[config.mk]
export PLATFORM = sky130hd
export DESIGN_NAME = owb_slot_engine
export DESIGN_NICKNAME = d
export VERILOG_FILES = /design/src/rtl/owb_pkg.sv /design/src/rtl/owb_tick_gen.sv /design/src/rtl/owb_line_sync.sv /design/src/rtl/owb_slot_fsm.sv /design/src/rtl/owb_slot_engine.sv
export SDC_FILE = /design/constraint.sdc
export NUM_CORES = 1
export LEC_CHECK = 0
export CAP_MARGIN = 10
export CORE_MARGIN = 10
export CORE_UTILIZATION = 55
export DETAILED_ROUTE_END_ITERATION = 10
export PLACE_DENSITY_LB_ADDON = 0.05
export SYNTH_ARGS = -nofsm -noshare
export SYNTH_HDL_FRONTEND = slang
export SYNTH_SLANG_ARGS = --single-unit
export TNS_END_PERCENT = 20
[constraint.sdc]
create_clock -name clk -period 6.3 [get_ports clk]
set_input_delay 0.63 -clock clk [delete_from_list [all_inputs] [get_ports clk]]
set_output_delay 0.63 -clock clk [all_outputs]
set_load 0.01 [all_outputs]
[src/rtl/owb_pkg.sv]
package owb_pkg;
   typedef enum logic [1:0] {
      ST_IDLE  = 2'd0,
      ST_LOW   = 2'd1,
      ST_WATCH = 2'd2,
      ST_REL   = 2'd3
   } owb_state_e;

   localparam logic [1:0] OP_WR0 = 2'b00;
   localparam logic [1:0] OP_WR1 = 2'b01;
endpackage

[src/rtl/owb_tick_gen.sv]
module owb_tick_gen #(
   parameter int CLK_PER_US = 50
) (
   input  logic clk,
   input  logic rst_n,
   input  logic clear,
   output logic tick
);
   localparam int CW = (CLK_PER_US > 2) ? $clog2(CLK_PER_US) : 1;
   localparam logic [CW-1:0] LAST = CW'(CLK_PER_US - 1);

   if (CLK_PER_US < 2) begin : g_bad_div
      $error("owb_tick_gen: CLK_PER_US must be at least 2");
   end

   logic [CW-1:0] cnt;

   always_ff @(posedge clk or negedge rst_n) begin
      if (!rst_n)           cnt <= '0;
      else if (clear)       cnt <= '0;
      else if (cnt == LAST) cnt <= '0;
      else                  cnt <= cnt + 1'b1;
   end

   assign tick = (cnt == LAST);
endmodule

[src/rtl/owb_line_sync.sv]
module owb_line_sync #(
   parameter int STAGES = 2
) (
   input  logic clk,
   input  logic rst_n,
   input  logic din,
   output logic dout
);
   if (STAGES < 2) begin : g_bad_stages
      $error("owb_line_sync: STAGES must be at least 2");
   end

   logic [STAGES-1:0] chain;

   for (genvar i = 0; i < STAGES; i++) begin : g_stage
      always_ff @(posedge clk or negedge rst_n) begin
         if (!rst_n) chain[i] <= 1'b1;
         else if (i == 0) chain[i] <= din;
         else chain[i] <= chain[(i > 0) ? i - 1 : 0];
      end
   end

   assign dout = chain[STAGES-1];
endmodule

[src/rtl/owb_slot_fsm.sv]
module owb_slot_fsm
   import owb_pkg::*;
#(
   parameter int TW = 8
) (
   input  logic          clk,
   input  logic          rst_n,
   input  logic          tick,
   input  logic          line_s,
   input  logic          cmd_valid,
   input  logic [1:0]    cmd_op,
   input  logic [TW-1:0] t_low1,
   input  logic [TW-1:0] t_low0,
   input  logic [TW-1:0] t_lowr,
   input  logic [TW-1:0] t_rdv,
   input  logic [TW-1:0] t_slot,
   input  logic [TW-1:0] t_rec,
   output logic          accept,
   output logic          idle,
   output logic          oe,
   output logic          done,
   output logic          bit_out
);
   localparam int UW = TW + 2;
   localparam logic [UW-1:0] UMAX = {UW{1'b1}};

   owb_state_e    state;
   logic          is_rd;
   logic [UW-1:0] us, us_nxt;
   logic [UW-1:0] low_q, rdv_q, lim_q, total_q;
   logic [TW-1:0] low_sel;

   assign idle   = (state == ST_IDLE);
   assign accept = idle && cmd_valid;
   assign us_nxt = (us == UMAX) ? us : us + 1'b1;

   always_comb begin
      if (cmd_op[1])            low_sel = t_lowr;
      else if (cmd_op == OP_WR1) low_sel = t_low1;
      else                      low_sel = t_low0;
   end

   always_ff @(posedge clk or negedge rst_n) begin
      if (!rst_n) begin
         state   <= ST_IDLE;
         is_rd   <= 1'b0;
         us      <= '0;
         low_q   <= '0;
         rdv_q   <= '0;
         lim_q   <= '0;
         total_q <= '0;
         oe      <= 1'b0;
         done    <= 1'b0;
         bit_out <= 1'b0;
      end else begin
         done <= 1'b0;
         if (tick && !idle) us <= us_nxt;
         unique case (state)
            ST_IDLE: begin
               if (cmd_valid) begin
                  is_rd   <= cmd_op[1];
                  low_q   <= UW'(low_sel);
                  rdv_q   <= UW'(t_rdv);
                  lim_q   <= UW'(t_rdv) + UW'(2);
                  total_q <= UW'(t_slot) + UW'(t_rec);
                  us      <= '0;
                  oe      <= 1'b1;
                  bit_out <= 1'b0;
                  state   <= ST_LOW;
               end
            end
            ST_LOW: begin
               if (tick && us_nxt >= low_q) begin
                  oe <= 1'b0;
                  if (is_rd) state <= ST_WATCH;
                  else if (us_nxt >= total_q) begin
                     state <= ST_IDLE;
                     done  <= 1'b1;
                  end else state <= ST_REL;
               end
            end
            ST_WATCH: begin
               if (line_s) begin
                  bit_out <= (us < rdv_q);
                  state   <= ST_REL;
               end else if (us >= lim_q) begin
                  bit_out <= 1'b0;
                  state   <= ST_REL;
               end
            end
            ST_REL: begin
               if ((tick && us_nxt >= total_q) || us >= total_q) begin
                  state <= ST_IDLE;
                  done  <= 1'b1;
               end
            end
            default: state <= ST_IDLE;
         endcase
      end
   end
endmodule

[src/rtl/owb_slot_engine.sv]
module owb_slot_engine #(
   parameter int CLK_PER_US  = 50,
   parameter int TW          = 8,
   parameter int SYNC_STAGES = 2
) (
   input  logic          clk,
   input  logic          rst_n,
   input  logic          cmd_valid,
   output logic          cmd_ready,
   input  logic [1:0]    cmd_op,
   input  logic [TW-1:0] t_low1,
   input  logic [TW-1:0] t_low0,
   input  logic [TW-1:0] t_lowr,
   input  logic [TW-1:0] t_rdv,
   input  logic [TW-1:0] t_slot,
   input  logic [TW-1:0] t_rec,
   input  logic          line_in,
   output logic          line_oe,
   output logic          done,
   output logic          rd_bit
);
   if (TW < 2) begin : g_bad_tw
      $error("owb_slot_engine: TW must be at least 2");
   end

   logic tick, line_s, accept, idle;

   owb_tick_gen #(.CLK_PER_US(CLK_PER_US)) u_tick (
      .clk(clk), .rst_n(rst_n), .clear(accept), .tick(tick)
   );

   owb_line_sync #(.STAGES(SYNC_STAGES)) u_sync (
      .clk(clk), .rst_n(rst_n), .din(line_in), .dout(line_s)
   );

   owb_slot_fsm #(.TW(TW)) u_fsm (
      .clk(clk), .rst_n(rst_n), .tick(tick), .line_s(line_s),
      .cmd_valid(cmd_valid), .cmd_op(cmd_op),
      .t_low1(t_low1), .t_low0(t_low0), .t_lowr(t_lowr),
      .t_rdv(t_rdv), .t_slot(t_slot), .t_rec(t_rec),
      .accept(accept), .idle(idle), .oe(line_oe),
      .done(done), .bit_out(rd_bit)
   );

   assign cmd_ready = idle;
endmodule

# Yosys cells after proc, flatten, opt, wreduce, memory -nomap -nowiden
# Index checks and enable logic that the tools add are counted.
totals:
  register_bits: 60
  inputBits: 54
  output_inout_bits: 4
  word_cells: 73
classes:
  n_addsub: 4
  n_lt_le_gt_ge: 5
  eq_ne: 10
  mux: 28
  reduce_logical: 13
op_table:
  columns: ["op", "n"]
  rows:
  - ["$mux W10", 4]
  - ["$ge A10 B10 Y1", 3]
  - ["$mux W8", 2]
  - ["$mux W2", 7]
  - ["$mux W6", 2]
  - ["$add A10 B1 Y10 const B", 1]
  - ["$eq A10 B10 Y1 const B", 1]
  - ["$ge A10 B8 Y1", 1]
  - ["$lt A10 B8 Y1", 1]
  - ["$add A8 B2 Y9 const B", 1]
  - ["$add A8 B8 Y9", 1]
  - ["$mux W1", 9]
  - ["$pmux W2 S4", 1]
  - ["$add A6 B1 Y6 const B", 1]
  - ["$eq A6 B6 Y1 const B", 1]
  - ["$pmux W1 S2", 3]
  - ["$reduce_and A3 Y1", 2]
  - ["$eq A2 B1 Y1 const B", 2]
  - ["$eq A2 B2 Y1 const B", 2]
  - ["$logic_and A1 B1 Y1", 4]
  - ["$ne A2 B1 Y1 const B", 2]
  - ["$reduce_and A4 Y1", 1]
  - ["$reduce_bool A2 Y1", 2]
  - ["$ne A3 B2 Y1 const B", 1]
  - ["5 further kinds", 5]

# Longest topological paths before layout
depth:
  ltp_word: 7
  mapped_depth: 13
  ltp_nobuf: 12

# Cells and area by module
# Synthesis repeated with hierarchy kept, for this count alone.
hier_totals:
  cells_unflattened: 447
  hier_area_um2: 4031.4
by_module_without_submodules:
  columns: ["module", "instances", "cells_each", "area_per_inst_um2", "seq_area_each_um2"]
  rows:
  - ["owb_slot_fsm", 1, 419, 3697.3, 1226.2]
  - ["owb_tick_gen", 1, 26, 281.5, 150.1]
  - ["owb_line_sync", 1, 2, 52.6, 52.6]

# Least setup slack after synthesis
# No wires, ideal clock.
synth_timing:
  path_kind: "register -> register"
  from: "register u_fsm.us[4]"
  to: "register u_fsm.done"
  setup_ns: 0.119
  arrival_ns: 2.767
  required_ns: 6.181
  setup_slack_ns: 3.414
  path_stages_with_launch: 13
  n_path_buf: 1
  period_less_slack_ns: 2.886
  cell_sequence: "dfrtp_1 and4_1 buf_6 a41oi_1 and3_2 xor2_1 ha_1 and3_1 o21ai_0 o21ai_0 o311ai_4 o32ai_1 and2_1"
synth_via:
  elab_chain_cells: 7
  word_cells_on_any_way: 14
  classes_between: "add/sub: 1; order compare: 3; eq/ne: 1; mux: 6; reduce/logical: 3"
synth_rtl:
  columns: ["element", "line", "rtl"]
  rows:
  - ["from (decl)", "owb_slot_fsm.sv:29", "logic [UW-1:0] us, us_nxt;"]
  - ["from (signal assigned)", "owb_slot_fsm.sv:57", "if (tick && !idle) us <= us_nxt;"]
  - ["$add A10 B1 Y10 / $eq A10 B10 Y1 (equally long branches)", "owb_slot_fsm.sv:35", "assign us_nxt = (us == UMAX) ? us : us + 1'b1;"]
  - ["$mux W10", "owb_slot_fsm.sv:35", null]
  - ["$ge A10 B10 Y1", "owb_slot_fsm.sv:76, owb_slot_fsm.sv:92", null]
  - ["$mux W1 / $logic_and A1 B1 Y1 (equally long branches)", "owb_slot_fsm.sv:76, owb_slot_fsm.sv:92", null]
  - ["$mux W1 / $logic_or A1 B1 Y1 (equally long branches)", "owb_slot_fsm.sv:75, owb_slot_fsm.sv:92", null]
  - ["$mux W1 (on tied branches)", "owb_slot_fsm.sv:73, owb_slot_fsm.sv:92", null]
  - ["$pmux W1 S2 *", "owb_slot_fsm.sv:58", "unique case (state)"]
  - ["to (signal assigned)", "owb_slot_fsm.sv:53", "done <= 1'b0;"]
  - ["to (signal assigned)", "owb_slot_fsm.sv:56", "done <= 1'b0;"]
  - ["to (signal assigned)", "owb_slot_fsm.sv:78", "done <= 1'b1;"]
  - ["to (decl)", "owb_slot_fsm.sv:21", "output logic done,"]
# Every way passes the cells marked *; elsewhere a longest branch is shown, timed or not.
# A chain may end at the register's enable or synchronous reset.

# Final worst setup path
# Ends and elaborated chain as after synthesis.

==> flow_metrics.env <==
export IMPL_tritoncts="done"
export IMPL_ys_flop_type="dfrtp_1"
export IMPL_synth_compound_area_frac=0.182
export IMPL_worstSetupEndpoint="u_fsm.done"
export IMPL_gp_congestion=0.929
export IMPL_synth_cell_type_count=50
export IMPL_r2r_start="u_fsm.us[4]"
export IMPL_synth_top_family_by_area="compound AO/OA/AOI/OAI gates"
export IMPL_required_ps=6550
export IMPL_synth_area_mux_share=0.0252
export IMPL_slew_headroom=0.379
export IMPL_holdBufCountCts=0
export IMPL_rsz0062_at_grt="no"
export IMPL_hold_viol=0
export IMPL_synth_seq_cells=57
export IMPL_core_area_um2=7180
export IMPL_reg2reg_depth=11
export IMPL_ir_drop_mv=0.208
export IMPL_syn_avg_cell_area_um2=8.69
export IMPL_track_usage=0.180
export IMPL_tightest_slew_ps=929
export IMPL_overflow=0
export IMPL_max_clock_path_buffers=2
export IMPL_layout_nets=626
export IMPL_htree_levels=3
export IMPL_fin_setup_tns_ps=0
export IMPL_fin_hold_ws_ps=359
export IMPL_slew_viol_final=0
export IMPL_synth_fa_ha_area_frac=0.173
export IMPL_period_minus_slack_ps=3280
export IMPL_wirelength_um=9440
export IMPL_status="completed"
export IMPL_cts_root_buf="clkbuf_8"
export IMPL_clkSinkCount=57
export IMPL_post_cts_buffers=0
export IMPL_synthArstFlopShare=1.00
export IMPL_ant_nets=0
export IMPL_start_util=0.561
export IMPL_seq_area_frac_synth=0.355
export IMPL_die_area_um2=11100
export IMPL_holdPathStages=0
export IMPL_wl_per_cell_um=15.2
export IMPL_drc=0
export IMPL_clock_latency_ps=350
export IMPL_numCtsBuffers=9
export IMPL_end_kind="register"
export IMPL_grt_antenna_before_repair=0
export IMPL_die_w_um=106
export IMPL_setup_viol_count_final=0
export IMPL_fmax_ghz=0.305
export IMPL_p_leak_nw=2.30
export IMPL_synthXorXnorAreaFrac=0.0370
export IMPL_worstPathMaxFanout=9
export IMPL_numPortBuffers=57
export IMPL_fin_skew_ps=12.8
export IMPL_synthSimpleGateAreaFrac=0.171
export IMPL_grt_pass1_wl_um=16500
export IMPL_first_global_vias=3599
export IMPL_final_layout_size_suffix_gt1_frac=0.0517
export IMPL_hold_path_class="register to register"
export IMPL_ys_warnings_count=0
export IMPL_cap_viol_max_count=0
export IMPL_grt_max_degree=58
export IMPL_syn_area_um2=4030
export IMPL_drt_iter0_drc=145
export IMPL_row_count=31
export IMPL_die_h_um=106
export IMPL_syn_inst=463
export IMPL_synth_edf_count=0
export IMPL_dp_hpwl_um=7420
export IMPL_synth_fp_nets=572
export IMPL_n_antenna_cell=0
export IMPL_r2r_slack_ps=3020
export IMPL_crit_start="u_fsm.us[4]"
export IMPL_fin_util=0.676
export IMPL_path_class="register to register"
export IMPL_power_density_nw_per_um2=364
export IMPL_via_per_inst=5.57
export IMPL_area_growth_pct=20.4
export IMPL_worstSetupStartpointType="register"
export IMPL_final_area_um2=4850
export IMPL_dp_slack_ps=3050
export IMPL_cp_arrival_ps=3520
export IMPL_clk_pin_slew_ps=70
export IMPL_rr_endpoint="u_fsm.done"
export IMPL_num_vias=3458
export IMPL_cts_resized=0
export IMPL_placed_area_um2=4660
export IMPL_drtPass1Iterations=4
export IMPL_pin_count=58
export IMPL_setup_slack_ps=3020
export IMPL_final_period_utilization=0.520
==> cell families after synthesis <==
logic type                 after synthesis
buffers and inverters                   58
AOI/OAI and AO/OA                      122
adders and majority gates               55
and+or+nand+nor                        144
muxes                                   10
xor gates and xnor gates                17
DFF                                     57
==> worst min-delay path by stage <==
| stage | start | to | slack [ps] |
|---|---|---|---|
| finish | u_sync.chain[0] | u_sync.dout | 360 |
| CTS | u_sync.chain[0] | u_sync.dout | 360 |
| detailed placement | u_sync.chain[0] | u_sync.dout | 350 |
| global placement | u_sync.chain[0] | u_sync.dout | 350 |
| floorplan | rst_n | asynchronous set/reset pin | 330 |
| global route | u_sync.chain[0] | u_sync.dout | 370 |
==> layout by cell type (no fill, tap or decap), types with 8 or more instances in the layout <==
cell type,n
nand2_1,61
o21ai_0,59
clkdlybuf4s50_1,56
dfrtp_1,55
ha_1,54
inv_1,42
nor2_1,27
a21oi_1,17
nand3_1,10
clkbuf_8,10
xor2_1,9
mux2i_1,9
a31oi_1,8
xnor2_1,8
a21o_1,8
==> synth_stat cells, types with 4 or more instances <==
master	instances	share of area
o21a_1	4	0.0075
clkbuf_1	11	0.010
xnor2_1	8	0.017
and3_1	5	0.0078
dfrtp_1	55	0.34
and2_1	6	0.0093
nand2_1	61	0.057
nor2b_1	4	0.0062
nand4_1	6	0.0093
a21o_1	8	0.015
or3_1	4	0.0062
o21ai_1	4	0.0050
o21ai_0	59	0.073
inv_1	42	0.039
ha_1	54	0.17
nor2_1	27	0.025
xor2_1	9	0.020
a31oi_1	8	0.012
and4_1	5	0.011
nand3_1	10	0.012
nor3_1	5	0.0062
mux2i_1	9	0.022
a21oi_1	17	0.021
==> registers in the layout, summed over array words and instances (netlist names), named ones only <==
name           flops
u_tick.cnt         6
u_fsm.is_rd        1
u_fsm.done         1
u_fsm.low_q        8
u_fsm.rdv_q        8
u_fsm.us          10
u_fsm.total_q      9
u_fsm.state        1
u_sync.dout        1
u_fsm.bit_out      1
u_fsm.oe           1
u_fsm.lim_q        8
u_sync.chain       1
==> power by group <==
| part | total, mW | internal, mW | switching [mW] |
|---|---|---|---|
| clock network | 0.333 | 0.191 | 0.142 |
| registers | 0.623 | 0.507 | 0.116 |
| logic | 0.806 | 0.359 | 0.447 |
==> final cells by class <==
class / count / area, um^2
Clock buffer: 12 / 145
Inverter: 42 / 158
Timing Repair Buffer: 59 / 581
Clock inverter: 4 / 45.0
Sequential cell: 57 / 1430
Multi-Input combinational cell: 348 / 2370
Fill cell: 625 / 2330
Tap cell: 99 / 124
==> metal layers <==
layer	up-vias	wire, um	GRT usage
met2	88	4480	0.300
met5	-	0	0
li1	1737	-	-
met4	0	159	0.0609
met1	1617	4220	0.213
met3	16	579	0.0597
==> through the flow <==
stage                     std cells  total power [mW]
after detailed placement        605              1.43
after global placement          605              1.40
final                           621              1.76
after global routing            621              1.96
after CTS                       621              1.77
after floorplan                 463              1.18
==> critical path, stage by stage (launching register included) <==
cell and delay (ps):
dfrtp_1 480, and4_1 330, a41oi_1 440, and3_2 280, xor2_1 270, ha_1 280
and3_1 190, o21ai_0 60, o21ai_0 170, o311ai_4 380, o32ai_1 120, and2_1 170
(Power assumes the default switching activity.)
